===== config.mk =====
export PLATFORM = sky130hd
export DESIGN_NAME = rti_seq
export DESIGN_NICKNAME = d
export VERILOG_FILES = /design/src/rtl/rti_pkg.sv /design/src/rtl/rti_ctrl.sv /design/src/rtl/rti_sp.sv /design/src/rtl/rti_commit.sv /design/src/rtl/rti_seq.sv
export SDC_FILE = /design/constraint.sdc
export NUM_CORES = 1
export LEC_CHECK = 0
export BUFFER_PORTS_ARGS = -buffer_cell sky130_fd_sc_hd__buf_2
export CAP_MARGIN = 25
export CORE_MARGIN = 5
export CORE_UTILIZATION = 41
export CTS_CLUSTER_SIZE = 10
export DETAILED_ROUTE_END_ITERATION = 6
export GPL_TIMING_DRIVEN = 0
export MAX_ROUTING_LAYER = met4
export PLACE_DENSITY = 0.93
export SETUP_SLACK_MARGIN = 0.3
export SYNTH_ARGS = -nofsm -noshare
export SYNTH_HDL_FRONTEND = slang
export SYNTH_SLANG_ARGS = --single-unit
export TNS_END_PERCENT = 1

===== constraint.sdc =====
create_clock -name clk -period 1.69 [get_ports clk]
set_input_delay 0.169 -clock clk [delete_from_list [all_inputs] [get_ports clk]]
set_output_delay 0.169 -clock clk [all_outputs]
set_load 0.02 [all_outputs]

===== src/rtl/rti_pkg.sv =====
package rti_pkg;
  typedef enum logic [2:0] {
    S_IDLE,
    S_REQ_PC,
    S_WAIT_PC,
    S_REQ_ST,
    S_WAIT_ST,
    S_COMMIT,
    S_FAULT
  } rti_state_e;
endpackage


===== src/rtl/rti_ctrl.sv =====
module rti_ctrl
  import rti_pkg::*;
#(
  parameter int OPC_W   = 4,
  parameter logic [OPC_W-1:0] OPC_RET = 4'b1000
) (
  input  logic             clk,
  input  logic             rst_n,
  input  logic             start,
  input  logic [OPC_W-1:0] opcode,
  input  logic             user_mode,
  input  logic             rd_ready,
  input  logic             rsp_valid,
  output rti_state_e       state,
  output logic             accept,
  output logic             adv_sp,
  output logic             cap_pc,
  output logic             cap_st
);
  rti_state_e nxt;
  logic       go;

  assign go     = (state == S_IDLE) && start && (opcode == OPC_RET);
  assign accept = go && !user_mode;
  assign adv_sp = ((state == S_REQ_PC) || (state == S_REQ_ST)) && rd_ready;
  assign cap_pc = (state == S_WAIT_PC) && rsp_valid;
  assign cap_st = (state == S_WAIT_ST) && rsp_valid;

  always_comb begin
    nxt = state;
    unique case (state)
      S_IDLE:    if (go) nxt = user_mode ? S_FAULT : S_REQ_PC;
      S_REQ_PC:  if (rd_ready) nxt = S_WAIT_PC;
      S_WAIT_PC: if (rsp_valid) nxt = S_REQ_ST;
      S_REQ_ST:  if (rd_ready) nxt = S_WAIT_ST;
      S_WAIT_ST: if (rsp_valid) nxt = S_COMMIT;
      S_COMMIT:  nxt = S_IDLE;
      S_FAULT:   nxt = S_IDLE;
      default:   nxt = S_IDLE;
    endcase
  end

  always_ff @(posedge clk) begin
    if (!rst_n) state <= S_IDLE;
    else        state <= nxt;
  end
endmodule


===== src/rtl/rti_sp.sv =====
module rti_sp #(
  parameter int DW      = 16,
  parameter int SP_STEP = 2
) (
  input  logic          clk,
  input  logic          rst_n,
  input  logic          load,
  input  logic [DW-1:0] load_val,
  input  logic          adv,
  output logic [DW-1:0] sp
);
  localparam logic [DW-1:0] STEP = DW'(SP_STEP);

  always_ff @(posedge clk) begin
    if (!rst_n)    sp <= '0;
    else if (load) sp <= load_val;
    else if (adv)  sp <= sp + STEP;
  end
endmodule


===== src/rtl/rti_commit.sv =====
module rti_commit #(
  parameter int DW       = 16,
  parameter int PRIV_BIT = 15,
  parameter int CC_W     = 3
) (
  input  logic          clk,
  input  logic          rst_n,
  input  logic          cap_pc,
  input  logic          cap_st,
  input  logic [DW-1:0] word,
  input  logic [DW-1:0] sp,
  input  logic [DW-1:0] usp_in,
  output logic [DW-1:0] pc_out,
  output logic [DW-1:0] psr_out,
  output logic [DW-1:0] r6_out,
  output logic          to_user
);
  logic [DW-1:0] st_q;

  always_ff @(posedge clk) begin
    if (!rst_n) begin
      pc_out <= '0;
      st_q   <= '0;
    end else begin
      if (cap_pc) pc_out <= word;
      if (cap_st) st_q   <= word;
    end
  end

  for (genvar i = 0; i < DW; i++) begin : g_psr
    if ((i == PRIV_BIT) || (i < CC_W)) begin : g_keep
      assign psr_out[i] = st_q[i];
    end else begin : g_drop
      assign psr_out[i] = st_q[i] & 1'b0;
    end
  end

  assign to_user = st_q[PRIV_BIT];
  assign r6_out  = to_user ? usp_in : sp;
endmodule


===== src/rtl/rti_seq.sv =====
module rti_seq
  import rti_pkg::*;
#(
  parameter int DW       = 16,
  parameter int OPC_W    = 4,
  parameter logic [OPC_W-1:0] OPC_RET = 4'b1000,
  parameter int PRIV_BIT = 15,
  parameter int CC_W     = 3,
  parameter int SP_STEP  = 2
) (
  input  logic             clk,
  input  logic             rst_n,
  input  logic             start,
  input  logic [OPC_W-1:0] opcode,
  input  logic [DW-1:0]    psr_in,
  input  logic [DW-1:0]    r6_in,
  input  logic [DW-1:0]    usp_in,
  output logic             rd_valid,
  input  logic             rd_ready,
  output logic [DW-1:0]    rd_addr,
  input  logic             rsp_valid,
  input  logic [DW-1:0]    rsp_data,
  output logic             rsp_ready,
  output logic             pc_ld,
  output logic [DW-1:0]    pc_out,
  output logic             psr_ld,
  output logic [DW-1:0]    psr_out,
  output logic             r6_ld,
  output logic [DW-1:0]    r6_out,
  output logic             ssp_ld,
  output logic [DW-1:0]    ssp_out,
  output logic             busy,
  output logic             done,
  output logic             priv_viol
);
  rti_state_e    state;
  logic          accept, adv_sp, cap_pc, cap_st, to_user;
  logic [DW-1:0] sp;

  rti_ctrl #(.OPC_W(OPC_W), .OPC_RET(OPC_RET)) u_ctrl (
    .clk(clk), .rst_n(rst_n), .start(start), .opcode(opcode),
    .user_mode(psr_in[PRIV_BIT]), .rd_ready(rd_ready), .rsp_valid(rsp_valid),
    .state(state), .accept(accept), .adv_sp(adv_sp),
    .cap_pc(cap_pc), .cap_st(cap_st)
  );

  rti_sp #(.DW(DW), .SP_STEP(SP_STEP)) u_sp (
    .clk(clk), .rst_n(rst_n), .load(accept), .load_val(r6_in),
    .adv(adv_sp), .sp(sp)
  );

  rti_commit #(.DW(DW), .PRIV_BIT(PRIV_BIT), .CC_W(CC_W)) u_commit (
    .clk(clk), .rst_n(rst_n), .cap_pc(cap_pc), .cap_st(cap_st),
    .word(rsp_data), .sp(sp), .usp_in(usp_in),
    .pc_out(pc_out), .psr_out(psr_out), .r6_out(r6_out), .to_user(to_user)
  );

  assign rd_valid  = (state == S_REQ_PC) || (state == S_REQ_ST);
  assign rd_addr   = sp;
  assign rsp_ready = (state == S_WAIT_PC) || (state == S_WAIT_ST);
  assign done      = (state == S_COMMIT);
  assign pc_ld     = done;
  assign psr_ld    = done;
  assign r6_ld     = done;
  assign ssp_ld    = done && to_user;
  assign ssp_out   = sp;
  assign busy      = (state != S_IDLE) && (state != S_FAULT);
  assign priv_viol = (state == S_FAULT);
endmodule


After elaboration in Yosys (flattened, before gate mapping)
Cells that the tools add are included.
- $add $sub $neg: 1
- eq/ne operators: 13
- mux-type cells: 10
- reduce and logical (&&, ||, !) cells: 15
- operators by type and width (kind ; count):
    2-to-1 mux 16 bit ; 3
    2-to-1 mux 3 bit ; 6
    adder 16 x 2 -> 16 bit, second input constant ; 1
    case mux 3 bit (5 select lines) ; 1
    == test 3 bit, second input constant ; 3
    logical AND 1 bit ; 8
    inequality test 2 bit, second input constant ; 4
    == test 3 x 2 -> 1 bit, second input constant ; 2
    AND reduction 5 bit ; 1
    == test 4 bit, second input constant ; 1
    == test 3 x 1 -> 1 bit, second input constant ; 1
    zero test 3 bit ; 1
    inequality test 3 bit, second input constant ; 1
    nonzero test 3 bit ; 1
    logical OR 1 bit ; 2
    inequality test 2 x 1 -> 1 bit, second input constant ; 1
    nonzero test 2 bit ; 1
    zero test 1 bit ; 1
- register bits after elaboration: 51
- bits of input ports: 73
- output and inout port bits: 89
- logic and storage cells: 43

Logic depth before layout (Yosys ltp)
- depth after elaboration: 5
- depth in mapped cells: 6
- depth with buffers taken out: 5

Modules after synthesis
Synthesis repeated with hierarchy kept, for this count alone.
- cell total of the unflattened synthesis: 255
- area, all modules: 2421.1 um2
- by module, submodules not included (module ; instances ; cells each ; area each (um2) ; seq. area each (um2)):
    rti_commit ; 1 ; 97 ; 1119.8 ; 400.4
    rti_sp ; 1 ; 95 ; 823.3 ; 320.3
    rti_ctrl ; 1 ; 36 ; 282.8 ; 60.1
    rti_seq ; 1 ; 27 ; 195.2 ; 0.0

Least setup slack after synthesis
No wires, ideal clock.
- path type: register to register
- from: register u_sp.sp[1]
- to: register u_sp.sp[9]
- setup time: 0.132 ns
- data arrival time: 1.448 ns
- data required time: 1.558 ns
- slack: 0.110 ns
- cell stages (with the launch flop): 6
- period minus slack after synthesis: 1.580 ns
- path through: dfxtp_1 -> ha_1 -> nand3_1 -> nor4_1 -> xnor2_1 -> a21oi_1
- cells in the longest elaborated chain, start to end: 3
- ends and longest elaborated chain (what ; RTL line ; RTL):
    start: declaration ; rti_sp.sv:10 ; output logic [DW-1:0] sp
    start signal: assignment ; rti_sp.sv:16 ; else if (load) sp <= load_val;
    start signal: assignment ; rti_sp.sv:17 ; else if (adv) sp <= sp + STEP;
    adder 16 x 2 -> 16 bit ; rti_sp.sv:17 ;
    2-to-1 mux 16 bit ; rti_sp.sv:17 ;
    2-to-1 mux 16 bit ; rti_sp.sv:16 ;
Every way passes these cells. The select of a mux whose other input is x is not followed.
A chain may end at the register's enable or synchronous reset.

Worst setup path in the final report
- from: register u_sp.sp[4]
- to: register u_sp.sp[12]
The elaborated chain is that of the path after synthesis.

==> qor.yml <==
dp_hpwl_mm: 5.876
clk_pin_slew_ns: 0.09
clk_path_buf_depth: 2
cts_tree: "built"
gp_congestion: 0.9000
drv_cap: 0
tightest_slew_ns: 0.7671
critical_path.slowest_cell: "dfxtp_4"
clkPwrFrac: 0.382
via_per_inst: 5.503
drc_errors: 0
p_sw_frac: 0.2607
leakagePower_uw: 0.001882
overflow: 0
die_x_um: 84.26
avgSynthCellArea_um2: 7.905
hold_start: "r6_in[1]"
cp.required_ns: 1.90
cpPeakStageDelay_ns: 0.46
worstPathArrival_ns: 1.77
setup_viol: 0
antenna_found_initial: 0
cts_hold_buf: 0
relSlewSlack: 0.4873
rsz0062_at_grt: "yes"
r2r-start: "u_sp.sp[4]$_SDFFE_PN0P_"
whs_ns: 0.1180
power.share.sequential: 0.445
num_rows: 27
start_util: 0.4157
end_kind: "flop"
power_density_mw_per_mm2: 556.9
die_h_um: 84.26
p_int_uw: 1566
p_sw_uw: 552.0
fin_nets: 526
layout-drive-gt1-share: 0.5806
synth-main-ff-cell: "dfxtp_1"
htreeDepth: 2
max_freq_ghz: 0.6387
final_cell_mix: "buf_2, buf_4, nand2_1"
ir_drop_mv: 0.3922
clkLatencyLatePin_ns: 0.29
crit_fanout: 9
seq_area_frac_synth: 0.3453
antenna_left: 0
first_pass_iters: 5
skew_ns: 0.007979
synth_edf_count: 0
cp-start-kind: "flop"
synth_async_sr_flop_share: 0
crit_start: "u_sp.sp[4]$_SDFFE_PN0P_"
design.core.area_mm2: 0.005439
die-area_mm2: 0.007100
final_common_cell: "buf_2"
outcome: "complete, no violations"
min_path_type: "in -> reg"
grt_max_degree: 13
fin_crit_ns: 1.566
vias: 2889
cp_cell_sequence: "nand4_1 -> buf_4 -> nor4_4 -> xnor2_1 -> a21oi_1"
cts-root-buf: "clkbuf_8"
wirelength_mm: 10.26
ys_ff_latch: 39
fin_crit_sh: 0.9264
hold_violations: 0
syn_inst: 286
port_buffers: 134
drv_slew: 0
grt_pass1_wl_mm: 13.85
worstSetupPathType: "reg -> reg"
numCtsBuffers: 5
area_delta_synth_final_pct: 68.18
drt_iter0_drc: 255
grt_use_total: 0.2507
synth_area_mm2: 0.002261
yosys_warnings: 0
wl_per_cell_um: 19.54
cts_sinks: 39
pwr-share-comb: 0.173
netlist-cell-type-count: 45
grt_pass1_vias: 2863
pin_count: 162
antenna_cells: 0
totalPowerFinal_uw: 2118
power groups by stage:
stage / Combinational [uW] / Clock, uW / Sequential [uW]
3_3_place_gp: 283 / 0 / 966
4_1_cts: 318 / 824 / 945
6_report: 367 / 809 / 941
2_1_floorplan: 156 / 0 / 979
5_1_grt: 389 / 859 / 943
3_5_place_dp: 290 / 0 / 967
per-layer routing:
| layer | global-route usage | vias up | part of all wire |
|---|---|---|---|
| met3 | 0.05692 | 60 | 0.074 |
| met1 | 0.2331 | 1330 | 0.35 |
| met4 | 0.1477 | 0 | 0.056 |
| li1 | - | 1284 | - |
| met2 | 0.4641 | 215 | 0.52 |
| met5 | - | - | 0 |
worst paths after layout:
check	cells past startpoint	to	slack, ns
max	5	u_sp.sp[12]$_SDFFE_PN0P_	0.12
min	3	u_sp.sp[1]$_SDFFE_PN0P_	0.12
max reg2reg	5	u_sp.sp[12]$_SDFFE_PN0P_	0.12
min reg2reg	2	u_commit.pc_out[13]$_SDFFE_PN0P_	0.46
final cells by class:
cell class / count / area (um2)
fillers: 396 / 1637
multi-input cells: 201 / 1460
repair buffers: 148 / 903.4
flip-flops and latches: 39 / 813.3
plain buffers: 49 / 387.9
well taps: 72 / 90.09
clock buffers: 6 / 82.58
clock inverters: 2 / 35.03
inverters: 8 / 30.03
flip-flops by register name, summed over array words and instances, names as in the netlist:
| register | cells |
|---|---|
| u_commit.st_q | 4 |
| u_sp.sp | 16 |
| u_commit.pc_out | 16 |
| u_ctrl.state | 3 |
cell usage after synthesis (6+ instances only):
cell,instances,area [um2]
inv_1,8,30.03
clkbuf_1,10,37.54
nand3_1,8,40.04
o21ai_0,13,65.06
a21oi_1,31,155.2
o21ai_1,6,30.03
dfxtp_1,39,780.8
buf_4,32,240.2
xnor2_1,7,61.31
nor2_1,14,52.55
nand2_1,43,161.4
nand4_1,6,37.54
mux2_2,12,135.1
and3_1,6,37.54
stage by stage:
| stage | cell area (um2) | util | std cells | setup TNS (ns) | worst slack [ns] |
|---|---|---|---|---|---|
| after floorplan | 2305 | - | 297 | 0 | 0.2384 |
| after global placement | 3065 | 0.5636 | 503 | 0 | 0.02719 |
| after detailed placement | 3065 | 0.5636 | 503 | -0.07630 | -0.02836 |
| after CTS | 3576 | 0.6575 | 519 | 0 | 0.2200 |
| after global routing | 3802 | 0.6991 | 525 | 0 | 0.1384 |
| final | 3802 | 0.6991 | 525 | 0 | 0.1243 |
critical path, delay by kind of cell (launching register included):
| kind | cells | cell delay, ns |
|---|---|---|
| XOR/XNOR | 1 | 0.14 |
| flip-flops | 1 | 0.46 |
| buffers and inverters | 1 | 0.19 |
| AO/OA/AOI/OAI | 1 | 0.21 |
| AND/OR/NAND/NOR | 2 | 0.49 |
kinds of logic after synthesis:
| group | share of synthesized area |
|---|---|
| multiplexers | 0.08190 |
| AO/OA/AOI/OAI | 0.1610 |
| buffers and inverters | 0.1527 |
| AND/OR/NAND/NOR | 0.2208 |
| adder cells (fa/ha/maj) | 0.005533 |
| other | 0.001659 |
| flip-flops | 0.3453 |
| XOR/XNOR | 0.03099 |
repair_timing:
item,4_1_cts,5_1_grt
cloned,1,1
setup buffers,7,5
resized for setup,87,56
endpoints found under the setup margin,54,55
pin swaps,11,7
Power figures use the tool's default switching activity.
